===== src/rtl/ehc_pkg.sv =====
package ehc_pkg;
    typedef enum logic [1:0] {
        REG_CODE  = 2'd0,
        REG_CHAN  = 2'd1,
        REG_TBASE = 2'd2,
        REG_DATA  = 2'd3
    } region_e;

    typedef enum logic [1:0] {
        S_IDLE    = 2'd0,
        S_LOOKUP  = 2'd1,
        S_CHECK   = 2'd2,
        S_RESPOND = 2'd3
    } state_e;

    typedef struct packed {
        logic       wr;
        logic [1:0] size;
        region_e    region;
        logic       code_vis;
        logic       mod_dis;
        logic       stop;
        logic       code_edd;
        logic       data_edd;
    } req_t;
endpackage


===== src/rtl/ehc_mode_gate.sv =====
module ehc_mode_gate
    import ehc_pkg::*;
#(
    parameter int SIZE_W    = 2,
    parameter int FULL_SIZE = 2
) (
    input  req_t rq,
    output logic blocked,
    output logic need_read
);
    localparam logic [SIZE_W-1:0] FULL_CODE = SIZE_W'(FULL_SIZE);

    logic halted;
    logic narrow;

    always_comb begin
        halted  = rq.mod_dis | rq.stop;
        narrow  = (rq.size < FULL_CODE);
        blocked = 1'b0;
        unique case (rq.region)
            REG_CODE:  blocked = ~rq.code_vis;
            REG_CHAN:  blocked = halted;
            REG_TBASE: blocked = halted & rq.wr;
            REG_DATA:  blocked = 1'b0;
            default:   blocked = 1'b0;
        endcase
        // reads always fetch; sub-word code writes fetch for merge
        need_read = ~rq.wr | ((rq.region == REG_CODE) & narrow);
    end
endmodule


===== src/rtl/ehc_ecc_qual.sv =====
module ehc_ecc_qual
    import ehc_pkg::*;
(
    input  req_t rq,
    input  logic fetched,
    input  logic code_ue,
    input  logic data_ue,
    output logic ecc_err
);
    logic code_hit;
    logic data_hit;

    always_comb begin
        code_hit = (rq.region == REG_CODE) & code_ue & ~rq.code_edd;
        data_hit = (rq.region == REG_DATA) & ~rq.wr & data_ue & ~rq.data_edd;
        ecc_err  = fetched & (code_hit | data_hit);
    end
endmodule


===== src/rtl/ehc_top.sv =====
module ehc_top
    import ehc_pkg::*;
#(
    parameter int SIZE_W    = 2,
    parameter int FULL_SIZE = 2
) (
    input  logic              clk,
    input  logic              rst_n,
    input  logic              req_valid,
    input  logic              req_write,
    input  logic [SIZE_W-1:0] req_size,
    input  logic [1:0]        req_region,
    input  logic              code_vis,
    input  logic              mod_dis,
    input  logic              stop_flag,
    input  logic              code_edd,
    input  logic              data_edd,
    input  logic              code_ue,
    input  logic              data_ue,
    output logic              req_ready,
    output logic              tgt_rd_stb,
    output logic              tgt_wr_stb,
    output logic [1:0]        tgt_region,
    output logic              ack,
    output logic              bus_err
);
    state_e state_q, state_d;
    req_t   rq_q;
    logic   err_q;
    logic   blocked, need_read, fetch_ok, ecc_err;

    ehc_mode_gate #(.SIZE_W(SIZE_W), .FULL_SIZE(FULL_SIZE)) u_gate (
        .rq        (rq_q),
        .blocked   (blocked),
        .need_read (need_read)
    );

    assign fetch_ok = need_read & ~blocked;

    ehc_ecc_qual u_ecc (
        .rq      (rq_q),
        .fetched (fetch_ok),
        .code_ue (code_ue),
        .data_ue (data_ue),
        .ecc_err (ecc_err)
    );

    // state register and request/verdict capture
    always_ff @(posedge clk or negedge rst_n) begin
        if (!rst_n) begin
            state_q <= S_IDLE;
            rq_q    <= '0;
            err_q   <= 1'b0;
        end else begin
            state_q <= state_d;
            if (state_q == S_IDLE && req_valid) begin
                rq_q.wr       <= req_write;
                rq_q.size     <= req_size;
                rq_q.region   <= region_e'(req_region);
                rq_q.code_vis <= code_vis;
                rq_q.mod_dis  <= mod_dis;
                rq_q.stop     <= stop_flag;
                rq_q.code_edd <= code_edd;
                rq_q.data_edd <= data_edd;
            end
            if (state_q == S_CHECK) begin
                err_q <= blocked | ecc_err;
            end
        end
    end

    // transitions: accept, probe, decide, retire
    always_comb begin
        state_d = state_q;
        unique case (state_q)
            S_IDLE:    if (req_valid) state_d = S_LOOKUP;
            S_LOOKUP:  state_d = S_CHECK;
            S_CHECK:   state_d = S_RESPOND;
            S_RESPOND: state_d = S_IDLE;
            default:   state_d = S_IDLE;
        endcase
    end

    // outputs
    always_comb begin
        req_ready  = 1'b0;
        tgt_rd_stb = 1'b0;
        tgt_wr_stb = 1'b0;
        ack        = 1'b0;
        bus_err    = 1'b0;
        tgt_region = rq_q.region;
        unique case (state_q)
            S_IDLE:    req_ready  = 1'b1;
            S_LOOKUP:  tgt_rd_stb = fetch_ok;
            S_CHECK:   ;
            S_RESPOND: begin
                ack        = 1'b1;
                bus_err    = err_q;
                tgt_wr_stb = rq_q.wr & ~err_q;
            end
            default:   ;
        endcase
    end

    AST_ERR_ONLY_WITH_ACK: assert property (@(posedge clk) disable iff (!rst_n)
        bus_err |-> ack);
    AST_ACK_SINGLE_CYCLE: assert property (@(posedge clk) disable iff (!rst_n)
        ack |=> !ack);
    AST_NO_WRITE_ON_ERR: assert property (@(posedge clk) disable iff (!rst_n)
        bus_err |-> !tgt_wr_stb);
    AST_WRITE_WITH_ACK: assert property (@(posedge clk) disable iff (!rst_n)
        tgt_wr_stb |-> ack);
    AST_BUSY_AFTER_ACCEPT: assert property (@(posedge clk) disable iff (!rst_n)
        (req_valid && req_ready) |=> !req_ready);
    AST_HIDDEN_CODE_NO_READ: assert property (@(posedge clk) disable iff (!rst_n)
        tgt_rd_stb |-> !(rq_q.region == REG_CODE && !rq_q.code_vis));
    AST_HIDDEN_CODE_ERR: assert property (@(posedge clk) disable iff (!rst_n)
        (state_q == S_CHECK && rq_q.region == REG_CODE && !rq_q.code_vis) |=> bus_err);
    AST_READ_THEN_GAP: assert property (@(posedge clk) disable iff (!rst_n)
        tgt_rd_stb |=> (!ack && !tgt_rd_stb));
endmodule


===== config.mk =====
export PLATFORM = sky130hd
export DESIGN_NAME = ehc_top
export DESIGN_NICKNAME = d
export VERILOG_FILES = /design/src/rtl/ehc_pkg.sv /design/src/rtl/ehc_mode_gate.sv /design/src/rtl/ehc_ecc_qual.sv /design/src/rtl/ehc_top.sv
export SDC_FILE = /design/constraint.sdc
export NUM_CORES = 1
export LEC_CHECK = 0
export ABC_AREA = 1
export CORE_MARGIN = 2
export CORE_UTILIZATION = 43
export DETAILED_ROUTE_END_ITERATION = 6
export PLACE_DENSITY = 0.87
export SLEW_MARGIN = 20
export SYNTH_ARGS = -nofsm -noshare
export SYNTH_HDL_FRONTEND = slang
export SYNTH_SLANG_ARGS = --single-unit
export TNS_END_PERCENT = 100

===== constraint.sdc =====
create_clock -name clk -period 1.55 [get_ports clk]
set_input_delay 0.31 -clock clk [delete_from_list [all_inputs] [get_ports clk]]
set_output_delay 0.31 -clock clk [all_outputs]
set_load 0.01 [all_outputs]

==> metrics, run 1 <==
core area=0.00135 mm²; die area=0.00181 mm²; max-cap violations=0; Antenna Nets Post-Route=0; Area Growth Syn to Fin=50.8%; DR WL/cell=12.1 µm; H-tree depth=1; Clk Latency, worst-skew pair=270 ps; CP bufs+invs=1; GRT met3 Usage=5.60%; Ys Warns=0; largest net degree at the start of global routing=13; crit path capture type=output port; WS Path Type=reg -> out; most used cell, CP=nand2_1; met1 Use GR=20.4%; leakage power=0.000490 µW; clock slew at reported path FFs=70 ps; Finished Core Util=71.3%; Yosys reg bits=12; crit path max fanout=4; clock share of power=10.3%; power per cell area=1880 mW/mm²; outcome=finished, violations left; CTS tree=done; HP Class=in -> async; period utilization=108%; row cnt=13; fin crit period=1680 ps; placed cell area=921 µm²; CP delay by family, top=simple AND/OR/NAND/NOR gates; RSZ-0062 raised after global routing=true; Final Cell Area=962 µm²; Synth cell types=14; # IOs=22; failing checks=negative setup slack; 1st-pass router iterations=4; Post-CTS Setup Bufs=0; Crit path required time=1240 ps; initial drt markers=15; Comb pwr share=56.4%; total congestion overflow=0; vias in the first global route=572; Final Max Slew Viols=0; Fill cells=105; Syn Nets=90; share of cells above drive strength 1=29.1%; Mapped Cells=71; Switching Fraction=39.0%; Fin. Hold Viols=0; I/O Buffers=20; CP cell instances=nor2_4 > nor2_1 > nand2_1 > nand2_1 > nor3b_2 > buf_2; Vias=595; crit start category=flop; P_int=1110 µW; Synth Area per Inst=8.99 µm²; clk root buf=clkbuf_4; slew margin rel.=64.2%; die width=42.5 µm; clock sinks=12; final HPWL from detailed placement=1110 µm; initial antenna violation count=0; # setup viols final=1; share of the synthesized area in the top cell type=47.1%; critical path's slowest cell=dfrtp_2; final setup margin=-132 ps; Worst Hold Slack=382 ps; Max Clock Freq=595 MHz; drt total wl=1420 µm; Slew @ Worst Pin=535 ps; # nets final=124; Sum Neg Setup Slack=-132 ps; chip height=42.5 µm; Setup Skew=6.14 ps; All-Layer GR Usage=17.8%; leading area contributor after synthesis=dfrtp_1; Starting Density=47.3%; CP Data Arrival Time=1370 ps; via-per-instance ratio=5.04; Reg power frac=33.4%; routability cong.=0.785; n_diodes=0; sequential fraction of the synthesis area=47.1%; commonest non-fill, non-tap cells in the layout=nor2_1, clkdlybuf4s50_1, dfrtp_1, buf_4, inv_1; most used routing layer=met2; Net Switching=707 µW; met2 GRT Util=30.5%; CTS max path bufs=2; most common cell after layout, fill and taps aside=nor2_1; Inserted Clock Buffers=3; Max stage delay on crit path=440 ps; DRC Markers=0; first-pass GRT wire length=2330 µm; Synth Cell Area=638 µm²; top cells by area, synth=dfrtp_1, nor2_1, ha_1; maximum VDD drop=0.000932 V
[per-layer routing]
layer | share of wire (%) | wire [µm] | up-vias
met2 | 51 | 727 | 30
met4 | 4.1 | 58 | 0
met1 | 37 | 522 | 270
li1 | - | - | 289
met5 | 0 | 0 | -
met3 | 8.1 | 115 | 6
[worst reg2reg max path, cell delays in order, from the launching register on]
cell     delay, ps
dfrtp_1        400
inv_2           50
buf_4          130
ha_1           180
buf_4          160
nand2_8         80
mux2_2         340
[cell type report]
type / instances / area, µm² / share of cell area, %
inverters: 10 / 37.5 / 3.90
multi-input cells: 46 / 310 / 32.2
repair buffers: 32 / 272 / 28.2
flip-flops and latches: 12 / 302 / 31.3
well taps: 15 / 18.8 / 1.95
clock buffers: 3 / 22.5 / 2.34
[registers in the layout, indices dropped and copies added (netlist names)]
register    cells
state_q         2
rq_q            7
err_q           1
tgt_region      2
[repair_timing]
item | CTS | global route
hold buffers | 0 | 0
resized for setup | 24 | 6
cloned | 0 | 0
endpoints found under the setup margin | 7 | 9
pin swaps | 1 | 0
[power groups by stage]
stage / clock network [µW] / logic (µW) / registers [µW]
global route: 205 / 1130 / 625
CTS: 193 / 963 / 590
finish: 186 / 1020 / 605
floorplan: 0 / 564 / 559
detailed placement: 0 / 1000 / 587
global placement: 0 / 951 / 574
[Yosys cell counts, drive strengths merged]
| cell | number |
|---|---|
| nor3b | 1 |
| nor2 | 18 |
| a21oi | 8 |
| ha | 4 |
| nand3 | 2 |
| nand2 | 8 |
| buf | 3 |
| mux2 | 5 |
| dfrtp | 12 |
| inv | 10 |
[through the flow]
stage,total power (µW),setup slack (ps),instances
global placement,1530,-242,115
floorplan,1120,163,71
global route,1960,-191,118
CTS,1750,-141,118
detailed placement,1590,-313,115
finish,1810,-132,118
[worst paths after layout]
kind	start	to	slack (ps)	cells past startpoint
hold / removal	rst_n	tgt_region[1]	380	1
min in group clk	rq_q[0]	rq_q[0]	520	1
setup reg to reg	state_q[1]	rq_q[3]	90	6
setup / recovery	tgt_region[0]	tgt_rd_stb	-130	6
max in group asynchronous	rst_n	tgt_region[0]	780	1
hold reg to reg	rq_q[0]	rq_q[0]	520	1
[logic make-up (layout without fill, tap and decap cells)]
group | Yosys count | after routing | synth area share (%)
simple gates | 29 | 29 | 18.8
buf+inv | 13 | 45 | 10.0
flops | 12 | 12 | 47.1
compound gates | 8 | 8 | 6.27
mux | 5 | 5 | 10.0
fa+ha+maj | 4 | 4 | 7.84
No activity file was read; power rests on OpenSTA's default activity.
==> run 2: changes to the inputs <==
Settings changed: SLEW_MARGIN 20 to 0.
==> results of run 2 <==
Final layout, timing and power as in run 1 (identical DEF).
